$ cat src/rtl/seqdet_pkg.sv
// Package: seqdet_pkg
// Shared state codes for the dual-pattern detector.
// Assumes a binary encoding in one register; codes above ST_HIT are unused.
package seqdet_pkg;
    localparam int STATE_W = 3;

    typedef enum logic [STATE_W-1:0] {
        ST_IDLE = 3'd0,  // nothing taken since reset
        ST_ONE  = 3'd1,  // exactly one bit taken, value irrelevant
        ST_RISE = 3'd2,  // last bit 1 and it had a predecessor
        ST_LOW  = 3'd3,  // last bit 0, window is not a match
        ST_HIT  = 3'd4   // last three bits are x,1,0
    } seq_state_t;

    localparam logic [STATE_W-1:0] ST_LAST_LEGAL = ST_HIT;
endpackage

$ cat src/rtl/seqdet_next.sv
// Module: seqdet_next
// Pure next-state logic of the merged detector graph.
// Assumes cur_st comes from the state register; illegal codes go to ST_IDLE.
module seqdet_next
    import seqdet_pkg::*;
(
    input  logic [STATE_W-1:0] cur_st,
    input  logic               bit_in,
    output logic [STATE_W-1:0] nxt_st
);
    // Transition table: after a hit, a 1 continues toward ST_RISE and a 0 goes to ST_LOW.
    always_comb begin
        case (cur_st)
            ST_IDLE: nxt_st = ST_ONE;
            ST_ONE:  nxt_st = bit_in ? ST_RISE : ST_LOW;
            ST_RISE: nxt_st = bit_in ? ST_RISE : ST_HIT;
            ST_LOW:  nxt_st = bit_in ? ST_RISE : ST_LOW;
            ST_HIT:  nxt_st = bit_in ? ST_RISE : ST_LOW;
            default: nxt_st = ST_IDLE;
        endcase
    end
endmodule

$ cat src/rtl/seqdet_state_reg.sv
// Module: seqdet_state_reg
// Holds the binary state code with synchronous active-low reset.
// Assumes rst_n is synchronous to clk.
module seqdet_state_reg #(
    parameter int              W         = 3,
    parameter logic [W-1:0]    RESET_VAL = '0
) (
    input  logic         clk,
    input  logic         rst_n,
    input  logic [W-1:0] d,
    output logic [W-1:0] q
);
    // State capture: load reset code or next state on each rising edge.
    always_ff @(posedge clk) begin
        if (!rst_n) q <= RESET_VAL;
        else        q <= d;
    end
endmodule

$ cat src/rtl/seqdet_out.sv
// Module: seqdet_out
// Moore output decode: the flag depends on the present state only.
// Assumes the hit state is the single state that signals a match.
module seqdet_out
    import seqdet_pkg::*;
(
    input  logic [STATE_W-1:0] cur_st,
    output logic               hit
);
    // Output decode: raise the flag only in the hit state.
    always_comb hit = (cur_st == ST_HIT);
endmodule

$ cat src/rtl/seqdet_dual.sv
// Module: seqdet_dual
// Top of the detector for the windows 1,1,0 and 0,1,0 with overlap.
// Assumes one bit of w per rising edge and a synchronous active-low reset.
module seqdet_dual
    import seqdet_pkg::*;
(
    input  logic clk,
    input  logic rst_n,
    input  logic w,
    output logic z
);
    logic [STATE_W-1:0] state_q;
    logic [STATE_W-1:0] state_d;

    seqdet_next u_next (
        .cur_st (state_q),
        .bit_in (w),
        .nxt_st (state_d)
    );

    seqdet_state_reg #(
        .W         (STATE_W),
        .RESET_VAL (ST_IDLE)
    ) u_reg (
        .clk   (clk),
        .rst_n (rst_n),
        .d     (state_d),
        .q     (state_q)
    );

    seqdet_out u_out (
        .cur_st (state_q),
        .hit    (z)
    );

    // Checking support: counts samples since reset, saturating at three.
    logic [1:0] seen_q;
    always_ff @(posedge clk) begin
        if (!rst_n)              seen_q <= 2'd0;
        else if (seen_q != 2'd3) seen_q <= seen_q + 2'd1;
    end

    AST_RESET_CLEARS: assert property (@(posedge clk)
        !rst_n |=> (!z && state_q == ST_IDLE));

    AST_LEGAL_CODE: assert property (@(posedge clk) disable iff (!rst_n)
        state_q <= ST_LAST_LEGAL);

    AST_HIT_BACKED: assert property (@(posedge clk) disable iff (!rst_n)
        z |-> (seen_q == 2'd3 && !$past(w) && $past(w, 2)));

    AST_HIT_FIRES: assert property (@(posedge clk) disable iff (!rst_n)
        (seen_q >= 2'd2 && $past(w) && !w) |=> z);

    AST_EARLY_QUIET: assert property (@(posedge clk) disable iff (!rst_n)
        (seen_q != 2'd3) |-> !z);

    AST_OVERLAP_AGAIN: assert property (@(posedge clk) disable iff (!rst_n)
        (seen_q == 2'd3 && $past(z) && $past(w) && !w) |=> z);
endmodule

$ cat config.mk
export PLATFORM = sky130hd
export DESIGN_NAME = seqdet_dual
export DESIGN_NICKNAME = d
export VERILOG_FILES = /design/src/rtl/seqdet_pkg.sv /design/src/rtl/seqdet_next.sv /design/src/rtl/seqdet_state_reg.sv /design/src/rtl/seqdet_out.sv /design/src/rtl/seqdet_dual.sv
export SDC_FILE = /design/constraint.sdc
export NUM_CORES = 1
export LEC_CHECK = 0
export ABC_AREA = 0
export CORE_AREA = 4 4 41 43
export CTS_CLUSTER_DIAMETER = 60
export DETAILED_ROUTE_END_ITERATION = 10
export DIE_AREA = 0 0 45 47
export DONT_BUFFER_PORTS = 1
export GPL_TIMING_DRIVEN = 0
export PLACE_DENSITY_LB_ADDON = 0.05
export SLEW_MARGIN = 40
export SYNTH_ARGS = -nofsm -noshare
export SYNTH_HDL_FRONTEND = slang
export SYNTH_HIERARCHICAL = 1
export SYNTH_SLANG_ARGS = --single-unit
$ cat constraint.sdc
create_clock -name clk -period 2.8 [get_ports clk]
set_clock_uncertainty 0.2 [all_clocks]
set_input_delay 0.14 -clock clk [delete_from_list [all_inputs] [get_ports clk]]
set_output_delay 0.14 -clock clk [all_outputs]
set_load 0.03 [all_outputs]
==> results.yml <==
route:
  num_vias: 118
  viasPerCell: 3.37
  drt-initial-drc-count: 0
  routed_wl_um: 318
  drt_pre_antenna_iters: 1
  wire_per_inst_um: 9.09
  ant_nets: 0
  drc: 0
worst_setup_path:
  cpPeakStageDelay_ps: 530
  worstPathMaxFanout: 6
  critPathKind: "reg2reg"
  crit_chain: "nor4b_1, and2_1, dlygate4sd3_1"
  endpoint: "u_reg/q[2]"
  worstSetupPathDepth: 3
  slowest_stage: "dlygate4sd3_1"
  reg2reg_slack_ps: 1190
  worstRegToRegCells: 3
  rr_startpoint: "u_reg/q[0]"
  cp_top_family: "buffers and inverters"
  cp_num_buf_inv: 1
  end_kind: "flop"
  crit_arrival_ps: 1580
  reg2reg_to: "u_reg/q[2]"
  worstPathRequired_ps: 2770
  startpoint: "u_reg/q[0]"
  startpoint_type: "flop"
grt:
  grt_pass1_wl_um: 510
  grt_util_all_layers: 0.0403
  antenna_found_initial: 0
  grt-ovfl-total: 0
  grt_pass1_vias: 125
  grt_max_degree: 7
power:
  p_leak_nw: 0.0782
  finalPower_mw: 0.140
  peakVddDrop_mv: 0.167
  power_per_cell_area_nw_per_um2: 692
logic_synthesis:
  synthArstFlopShare: 0
  synth_commonest_cells: "and2_1, dfxtp_1"
  synth_top_area_cell: "dfxtp_1"
  ys_types: 10
  ys_ff_latch: 3
  yosysWarnings: 6
  synthTopCellsByArea: "dfxtp_1, and2_1, nor3b_2, nor4b_1, or3b_1"
  synth_edf_count: 0
  ys.flop_type: "dfxtp_1"
  syn_nets: 17
  netlist.area_leader.share: 0.436
  synth-seq-area-share: 0.436
  syn_area_um2: 138
  postSynthAreaPerCell_um2: 9.83
  netlist_instances: 14
finish:
  top_regs: "u_reg/q x3"
  final-seq-area_um2: 60.1
  finalInstanceArea_um2: 203
  largest_reg_flops: 3
  regMostFlops: "u_reg/q"
  areaGrowthSynthToFinish_pct: 47.3
  drive_above_1_share: 0.200
  nFillCells: 164
  final_util: 0.156
  diodes: 0
  fin_cells: 35
  layout.nets: 24
  multi_input_area_um2: 77.6
sta:
  period_share: 0.575
  final-max-slew-violation-count: 0
  relSlewSlack: 0.630
  setup_viol: 0
  rsz0062_at_grt: "false"
  max_freq_mhz: 621
  finalSetupTns_ps: 0
  holdWs_ps: 41.8
  worst_slack_ps: 1190
  fin_crit_ps: 1610
  tightestPinTransition_ps: 553
  finalHoldViolations: 0
die:
  num_rows: 13
  die-area_um2: 2120
  fp.dieW_um: 45
  initial_core_util: 0.106
  die_h_um: 47
  ios: 4
  coreArea_um2: 1300
placed_design:
  dpl-instance-area_um2: 156
  place_inst: 29
  numPortBuffers: 0
  place_congestion: 0.545
  pre_cts_ws_ps: 1560
clocking:
  cts_root_buf: "clkbuf_4"
  cts.path.max_buffers: 2
  clk_latency_ps: 230
  cts_tree: "built"
  hold_buffers: 2
  cts_max_level: 1
  clock_sinks: 3
  clkTransAtPathRegs_ps: 40
  post_cts_resized: 0
  numCtsBuffers: 3
  post_cts_buffers: 0
run:
  maxCapViolCount: 0
worst_hold_path:
  min_path_type: "in2reg"
status:
  outcome: "completed"
-- metal layers --
layer  vias to the layer above  track usage  part of all wire
li1                         62            -                 -
met5                         -            0                 0
met2                         4       0.0395              0.41
met4                         0       0.0702                 0
met1                        52       0.0432              0.52
met3                         0       0.0230             0.066
-- kinds of logic (layout without fill, tap and decap cells) --
logic type | count (synthesis) | count (layout) | synth area share
DFF | 3 | 3 | 0.436
buffers and inverters | 0 | 6 | 0
AOI/OAI and AO/OA | 4 | 4 | 0.182
and+or+nand+nor | 7 | 7 | 0.382
-- worst min path at each step --
stage / start / endpoint / slack, ps / cells after the start
final: w / u_reg/q[0] / 40 / 3
after global placement: rst_n / u_reg/q[0] / 60 / 1
after floorplan: rst_n / u_reg/q[0] / 60 / 1
after detailed placement: rst_n / u_reg/q[2] / 60 / 1
after global routing: w / u_reg/q[0] / 50 / 3
after CTS: w / u_reg/q[0] / 40 / 3
-- cell usage in the layout, fill, tap and decap left out, drive strengths merged --
master / netlist / layout
clkbuf: 0 / 4
and2: 3 / 3
dfxtp: 3 / 3
dlygate4sd3: 0 / 2
a21oi: 1 / 1
or3b: 1 / 1
o21ai: 1 / 1
nor2: 1 / 1
a211oi: 1 / 1
a21o: 1 / 1
nor4b: 1 / 1
nor3b: 1 / 1
-- final cells by class --
| type | count | area share |
|---|---|---|
| Timing Repair Buffer | 2 | 0.0988 |
| Tap cell | 15 | 0.0926 |
| Multi-Input combinational cell | 11 | 0.383 |
| Clock buffer | 4 | 0.130 |
| Sequential cell | 3 | 0.296 |
-- power breakdown --
group          internal, mW  leakage, nW  switching (mW)
clock network        0.0533       0.0150          0.0210
logic               0.00832       0.0384         0.00502
registers            0.0470       0.0248         0.00558
-- worst reg2reg max path, stage by stage (launching register included) --
cell	delay (ps)
dfxtp_1	350
nor4b_1	320
and2_1	160
dlygate4sd3_1	530
No activity file was read; power rests on OpenSTA's default activity.
